--- config.mk ---
export PLATFORM = sky130hd
export DESIGN_NAME = mb_distrib
export DESIGN_NICKNAME = d
export VERILOG_FILES = /design/src/rtl/mb_distrib_pkg.sv /design/src/rtl/mb_wr_ctrl.sv /design/src/rtl/mb_line_store.sv /design/src/rtl/mb_hshift.sv /design/src/rtl/mb_rd_ctrl.sv /design/src/rtl/mb_distrib.sv
export SDC_FILE = /design/constraint.sdc
export NUM_CORES = 1
export LEC_CHECK = 0
export BUFFER_PORTS_ARGS = -buffer_cell sky130_fd_sc_hd__buf_2
export CAP_MARGIN = 20
export CORE_MARGIN = 1.5
export CORE_UTILIZATION = 60
export DETAILED_ROUTE_END_ITERATION = 10
export PLACE_DENSITY_LB_ADDON = 0.3
export REMOVE_ABC_BUFFERS = 1
export SYNTH_ARGS = -nofsm -noshare
export SYNTH_HDL_FRONTEND = slang
export SYNTH_SLANG_ARGS = --single-unit
--- constraint.sdc ---
create_clock -name clk -period 7.3 [get_ports clk]
set_input_delay 0.365 -clock clk [delete_from_list [all_inputs] [get_ports clk]]
set_output_delay 0.365 -clock clk [all_outputs]
set_load 0.03 [all_outputs]
--- src/rtl/mb_distrib_pkg.sv ---
package mb_distrib_pkg;
    typedef enum logic [2:0] {
        WR_IDLE, WR_FRAME, WR_LINE, WR_STORE, WR_SKIP
    } wr_state_t;

    typedef enum logic [1:0] {
        RD_IDLE, RD_FIRST, RD_EMIT, RD_NEXT
    } rd_state_t;
endpackage

--- src/rtl/mb_wr_ctrl.sv ---
module mb_wr_ctrl
    import mb_distrib_pkg::*;
#(
    parameter int FRAME_WID = 12,
    parameter int FRAME_LEN = 10,
    parameter int V         = 3,
    parameter int PCOLS     = 11,
    parameter int PLINES    = 9,
    parameter int CW        = 4,
    parameter int RW        = 4,
    parameter int BW        = 2
) (
    input  logic          clk,
    input  logic          rst,
    input  logic          vblank,
    input  logic          hblank,
    input  logic          act_video,
    output logic          store_en,
    output logic          frame_start,
    output logic          line_end,
    output logic [CW-1:0] col,
    output logic [RW-1:0] row,
    output logic [BW-1:0] wbuf,
    output logic [BW-1:0] top
);
    wr_state_t state, nxt;

    always_ff @(posedge clk) begin
        if (rst) state <= WR_IDLE;
        else     state <= nxt;
    end

    always_comb begin
        nxt = state;
        unique case (state)
            WR_IDLE:  if (vblank) nxt = WR_FRAME;
            WR_FRAME: if (hblank && !vblank) nxt = WR_LINE;
            WR_LINE: begin
                if (vblank)         nxt = WR_FRAME;
                else if (act_video) nxt = (PCOLS == 1) ? WR_SKIP : WR_STORE;
            end
            WR_STORE: begin
                if (!act_video)                   nxt = vblank ? WR_FRAME : WR_LINE;
                else if (int'(col) == PCOLS - 1)  nxt = WR_SKIP;
            end
            WR_SKIP:  if (!act_video) nxt = vblank ? WR_FRAME : WR_LINE;
            default:  nxt = WR_IDLE;
        endcase
    end

    always_comb begin
        store_en    = act_video && (state == WR_LINE || state == WR_STORE)
                      && (int'(row) < PLINES);
        frame_start = (nxt == WR_FRAME) && (state != WR_FRAME);
        line_end    = (state == WR_STORE || state == WR_SKIP) && !act_video;
        top         = (int'(wbuf) == V - 1) ? '0 : wbuf + 1'b1;
    end

    always_ff @(posedge clk) begin
        if (rst) begin
            col  <= '0;
            row  <= '0;
            wbuf <= '0;
        end else begin
            if (!act_video || state == WR_IDLE)   col <= '0;
            else if (int'(col) < FRAME_WID - 1)   col <= col + 1'b1;
            if (frame_start) begin
                row  <= '0;
                wbuf <= '0;
            end else if (line_end) begin
                if (int'(row) < FRAME_LEN) row <= row + 1'b1;
                wbuf <= (int'(wbuf) == V - 1) ? '0 : wbuf + 1'b1;
            end
        end
    end
endmodule

--- src/rtl/mb_line_store.sv ---
module mb_line_store #(
    parameter int PW        = 8,
    parameter int FRAME_WID = 12,
    parameter int V         = 3,
    parameter int CW        = 4,
    parameter int BW        = 2
) (
    input  logic            clk,
    input  logic            store_en,
    input  logic [CW-1:0]   col,
    input  logic [BW-1:0]   wbuf,
    input  logic [BW-1:0]   top,
    input  logic [PW-1:0]   din,
    output logic [V*PW-1:0] column
);
    logic [PW-1:0] mem [V][FRAME_WID];

    for (genvar b = 0; b < V; b++) begin : g_buf
        always_ff @(posedge clk) begin
            if (store_en && int'(wbuf) == b) mem[b][col] <= din;
        end
    end

    // Rotator: row k of the window reads buffer (top + k) mod V;
    // the bottom row is the pixel being written this cycle.
    always_comb begin
        for (int k = 0; k < V; k++) begin
            int idx;
            idx = int'(top) + k;
            if (idx >= V) idx = idx - V;
            if (k == V - 1) column[k*PW +: PW] = din;
            else            column[k*PW +: PW] = mem[idx][col];
        end
    end
endmodule

--- src/rtl/mb_hshift.sv ---
module mb_hshift #(
    parameter int PW = 8,
    parameter int H  = 3,
    parameter int V  = 3
) (
    input  logic              clk,
    input  logic              shift_en,
    input  logic [V*PW-1:0]   column,
    output logic [H*V*PW-1:0] blk
);
    logic [V*PW-1:0] sr [H];

    always_ff @(posedge clk) begin
        if (shift_en) begin
            sr[H-1] <= column;
            for (int j = 0; j < H - 1; j++) sr[j] <= sr[j+1];
        end
    end

    for (genvar k = 0; k < V; k++) begin : g_row
        for (genvar j = 0; j < H; j++) begin : g_col
            assign blk[(k*H+j)*PW +: PW] = sr[j][k*PW +: PW];
        end
    end
endmodule

--- src/rtl/mb_rd_ctrl.sv ---
module mb_rd_ctrl
    import mb_distrib_pkg::*;
#(
    parameter int H      = 3,
    parameter int V      = 3,
    parameter int HS     = 2,
    parameter int VS     = 2,
    parameter int PLINES = 9,
    parameter int CW     = 4,
    parameter int RW     = 4
) (
    input  logic          clk,
    input  logic          rst,
    input  logic          store_en,
    input  logic          frame_start,
    input  logic          line_end,
    input  logic [CW-1:0] col,
    input  logic [RW-1:0] row,
    output logic          valid,
    output logic          sof
);
    rd_state_t state, nxt;
    logic      emit;

    always_comb begin
        emit = store_en
            && int'(col) >= H - 1 && ((int'(col) - (H - 1)) % HS) == 0
            && int'(row) >= V - 1 && ((int'(row) - (V - 1)) % VS) == 0
            && int'(row) < PLINES;
    end

    always_ff @(posedge clk) begin
        if (rst) state <= RD_IDLE;
        else     state <= nxt;
    end

    always_comb begin
        nxt = state;
        unique case (state)
            RD_IDLE:  ;
            RD_FIRST: if (emit) nxt = RD_EMIT;
            RD_EMIT:  if (line_end) nxt = (int'(row) >= PLINES - 1) ? RD_IDLE : RD_NEXT;
            RD_NEXT:  if (emit) nxt = RD_EMIT;
            default:  nxt = RD_IDLE;
        endcase
        if (frame_start) nxt = RD_FIRST;
    end

    always_ff @(posedge clk) begin
        if (rst) begin
            valid <= 1'b0;
            sof   <= 1'b0;
        end else begin
            valid <= emit && state != RD_IDLE;
            sof   <= emit && state == RD_FIRST;
        end
    end
endmodule

--- src/rtl/mb_distrib.sv ---
module mb_distrib
    import mb_distrib_pkg::*;
#(
    parameter int PW        = 8,
    parameter int FRAME_WID = 12,
    parameter int FRAME_LEN = 10,
    parameter int H         = 3,
    parameter int V         = 3,
    parameter int HS        = 2,
    parameter int VS        = 2
) (
    input  logic              clk,
    input  logic              rst,
    input  logic              vblank,
    input  logic              hblank,
    input  logic              act_video,
    input  logic [PW-1:0]     din,
    output logic [H*V*PW-1:0] blk,
    output logic              valid,
    output logic              sof
);
    localparam int PCOLS  = H + ((FRAME_WID - H) / HS) * HS;
    localparam int PLINES = V + ((FRAME_LEN - V) / VS) * VS;
    localparam int CW     = (FRAME_WID > 1) ? $clog2(FRAME_WID) : 1;
    localparam int RW     = $clog2(FRAME_LEN + 1);
    localparam int BW     = (V > 1) ? $clog2(V) : 1;

    logic            store_en, frame_start, line_end;
    logic [CW-1:0]   col;
    logic [RW-1:0]   row;
    logic [BW-1:0]   wbuf, top;
    logic [V*PW-1:0] column;

    mb_wr_ctrl #(
        .FRAME_WID(FRAME_WID), .FRAME_LEN(FRAME_LEN), .V(V),
        .PCOLS(PCOLS), .PLINES(PLINES), .CW(CW), .RW(RW), .BW(BW)
    ) u_wr (
        .clk(clk), .rst(rst), .vblank(vblank), .hblank(hblank),
        .act_video(act_video), .store_en(store_en),
        .frame_start(frame_start), .line_end(line_end),
        .col(col), .row(row), .wbuf(wbuf), .top(top)
    );

    mb_line_store #(
        .PW(PW), .FRAME_WID(FRAME_WID), .V(V), .CW(CW), .BW(BW)
    ) u_store (
        .clk(clk), .store_en(store_en), .col(col), .wbuf(wbuf),
        .top(top), .din(din), .column(column)
    );

    mb_hshift #(.PW(PW), .H(H), .V(V)) u_hsr (
        .clk(clk), .shift_en(store_en), .column(column), .blk(blk)
    );

    mb_rd_ctrl #(
        .H(H), .V(V), .HS(HS), .VS(VS), .PLINES(PLINES), .CW(CW), .RW(RW)
    ) u_rd (
        .clk(clk), .rst(rst), .store_en(store_en),
        .frame_start(frame_start), .line_end(line_end),
        .col(col), .row(row), .valid(valid), .sof(sof)
    );
endmodule

==> results by group <==
Logic synthesis
  • Sequential area share after synthesis: 64.36%
  • Post-synth top flop: edfxtp_1
  • Top post-synthesis cells by area: edfxtp_1 (62%), mux2i_1 (7.8%), mux4_2 (5.2%)
  • Flops & latches, synth: 377
  • Cells after Synth: 1,183
  • Yosys warnings: 0
  • Largest area contributor in the netlist: edfxtp_1
  • Mapped cell area: 0.01733 mm^2
  • Synth Area per Inst: 14.65 um^2
  • Share of flip-flops with an asynchronous set or reset: 0%
  • Synth cell types: 51
  • Number of synthesized flops with an enable pin: 360
  • Synth top area share: 62.40%

Place
  • Post-DP HPWL: 26,940 um
  • Final GP Congestion: 0.8732
  • Worst slack at placement: 3.824 ns
  • Inst Count DP: 1,577
  • PortBufs: 86

Die
  • Ports: 87
  • Die Ht: 172.9 um
  • Die X: 172.9 um
  • Die area: 0.02990 mm^2
  • Row cnt: 62
  • Core Area: 0.02855 mm^2
  • Initial Util: 60.69%

CTS
  • Worst skew pair latency: 0.53 ns
  • Clk root buf: clkbuf_16
  • H-tree Lvls: 2
  • Number of CTS-inserted buffers: 39
  • Clock transition at the registers of the reported paths: 0.06 ns
  • CTS tree: built
  • Clock sink count: 377
  • CTS Hold Bufs: 0
  • PostCTS Resize Cnt: 0
  • Clock tree buffer depth: 3
  • Post-CTS Setup Inserts: 0

Worst hold path
  • Hold-critical path depth: 3
  • Worst hold endpoint: u_wr.state[0]
  • Worst hold path class: input pin to register
  • Hold Startpoint: vblank

Power and ir drop
  • Total power: 4.347 mW
  • Pleak: 5.882 nW
  • Power density over the cells: 228.1 mW/mm^2
  • Max IR drop VDD: 0.1319 mV

STA
  • Final hold vios: 0
  • Period minus WS final: 3.598 ns
  • Fmax: 278.0 MHz
  • Final number of max-transition violations: 0
  • Clock skew: 0.01163 ns
  • Hold Worst Slack: 0.1364 ns
  • RSZ-0062 raised after global routing: false
  • Max-slew headroom: 32.67%
  • Worst setup margin: 3.702 ns
  • Final worst-path cycle share: 49.28%
  • Slew @ Worst Pin: 1.010 ns
  • Final setup fails: 0

GRT
  • All-Layer GR Usage: 28.59%
  • Largest net degree at the start of global routing: 103
  • GR Overflow Total: 0
  • Initial antenna violation count: 0
  • First-pass GRT wire length: 63,990 um
  • Vias in the first global route: 10,470

Detailed routing
  • ANT nets after route: 0
  • DRT Pass-1 Iters: 8
  • Vias after detailed routing: 10,870
  • Final wirelength: 42,750 um
  • DRC: 0
  • Vias per std cell: 6.601
  • DR iter-0 viols: 1,314
  • DR WL/cell: 25.97 um

Setup path
  • Startpoint types: register
  • Register-to-Register Path Depth: 6
  • CP max FO: 16
  • Reg-to-reg slack, setup: 3.70 ns
  • Crit path DAT: 3.75 ns
  • Endpoint class of the critical path: register
  • Capture point of the worst reg-to-reg path: u_store.mem[2][34]
  • WP data required: 7.45 ns
  • Crit Path Category: register to register
  • RR Startpoint: u_wr.row[0]

Flow run
  • Max Cap Viol: 0

Finish
  • # diodes: 0
  • Core Util, Final: 66.75%
  • Most frequent cells in the layout: edfxtp_1 (360), mux2i_1 (135), nor2_1 (116)
  • Non-filler instance count after layout: 1,646
  • P&R area growth vs syn: 9.988%
  • Layout cells sized above 1: 21.79%
  • Most common cell after layout, fill and taps aside: edfxtp_1
  • Nets: 1,253

Status
  • Status: finished, final reports clean
## layout make-up
type	count	area [um^2]
clock buffer	50	1060
tap	384	480.5
inverter	10	37.54
multi-input combinational	709	5672
timing repair buffer	97	525.5
clock inverter	19	117.6
sequential	377	11160
fill	1992	9492
## flip-flops by register name, indices dropped and copies added (netlist names)
register     count
u_wr.row         4
u_rd.state       2
u_rd.valid       1
u_hsr.sr        72
u_rd.sof         1
u_wr.col         4
u_store.mem    288
u_wr.state       3
u_wr.wbuf        2
## critical path, stage by stage (launching register included)
cell and delay [ns]:
dfxtp_1 0.34, inv_1 0.10, ha_1 0.15, nand2b_1 0.11
a211oi_4 0.81, nand3b_1 0.81, nor2_1 0.89
## layer usage
layer,track usage [%],wire length (um),up-vias
li1,-,-,4736
met1,40.50,17120,5392
met2,45.04,20080,627
met3,4.529,3828,111
met4,11.30,1720,0
met5,0,0,-
## cell families after synthesis
| kind of cell | synth area share, % |
|---|---|
| flip-flops | 64.36 |
| AO/OA/AOI/OAI | 9.208 |
| multiplexers | 17.61 |
| AND/OR/NAND/NOR | 5.337 |
| buffers and inverters | 2.946 |
| adder cells (fa/ha/maj) | 0.4333 |
| XOR/XNOR | 0.1011 |
## through the flow
stage / setup TNS [ns] / area (um^2)
floorplan: -14.85 / 16850
global placement: 0 / 17880
detailed placement: 0 / 17880
CTS: 0 / 19060
global route: 0 / 19060
finish: 0 / 19060
## synthesized netlist by cell type (3+ instances only)
cell type and count:
edfxtp_1 360, mux2i_1 135, nor2_1 116, a21oi_1 90, o211ai_1 71, mux2_2 67, nand2_1 42, mux4_2 40
clkbuf_1 36, o21ai_0 33, buf_2 21, nand2b_1 19, dfxtp_1 17, o221ai_1 15, a31oi_1 13, buf_4 13
buf_1 9, inv_1 8, a211oi_1 6, ha_1 6, nor3_1 6, buf_6 5, a211o_1 4, mux2_1 4
nand3_1 4, nand3b_1 4, nor2b_1 4, nor3_2 4, a221o_1 3, buf_8 3
## report_power, final
part / internal (mW) / switching, mW / leakage (nW) / total (mW)
Clock: 1.06 / 0.803 / 0.579 / 1.86
Sequential: 2.37 / 0.00813 / 3.38 / 2.38
Combinational: 0.0269 / 0.0792 / 1.93 / 0.106
Total: 3.46 / 0.890 / 5.88 / 4.35
## worst max-delay path by stage
stage            startpoint                 end  cells past startpoint
6_report        u_wr.row[0]  u_store.mem[2][34]                      6
3_5_place_dp    u_wr.row[0]  u_store.mem[2][42]                      6
4_1_cts         u_wr.row[0]  u_store.mem[2][46]                      6
5_1_grt        u_wr.wbuf[1]     u_hsr.sr[0][57]                      6
2_1_floorplan  u_wr.wbuf[0]   u_store.mem[1][0]                      3
3_3_place_gp    u_wr.row[0]  u_store.mem[2][42]                      6
Note: power is estimated with default switching activity, not from simulation.
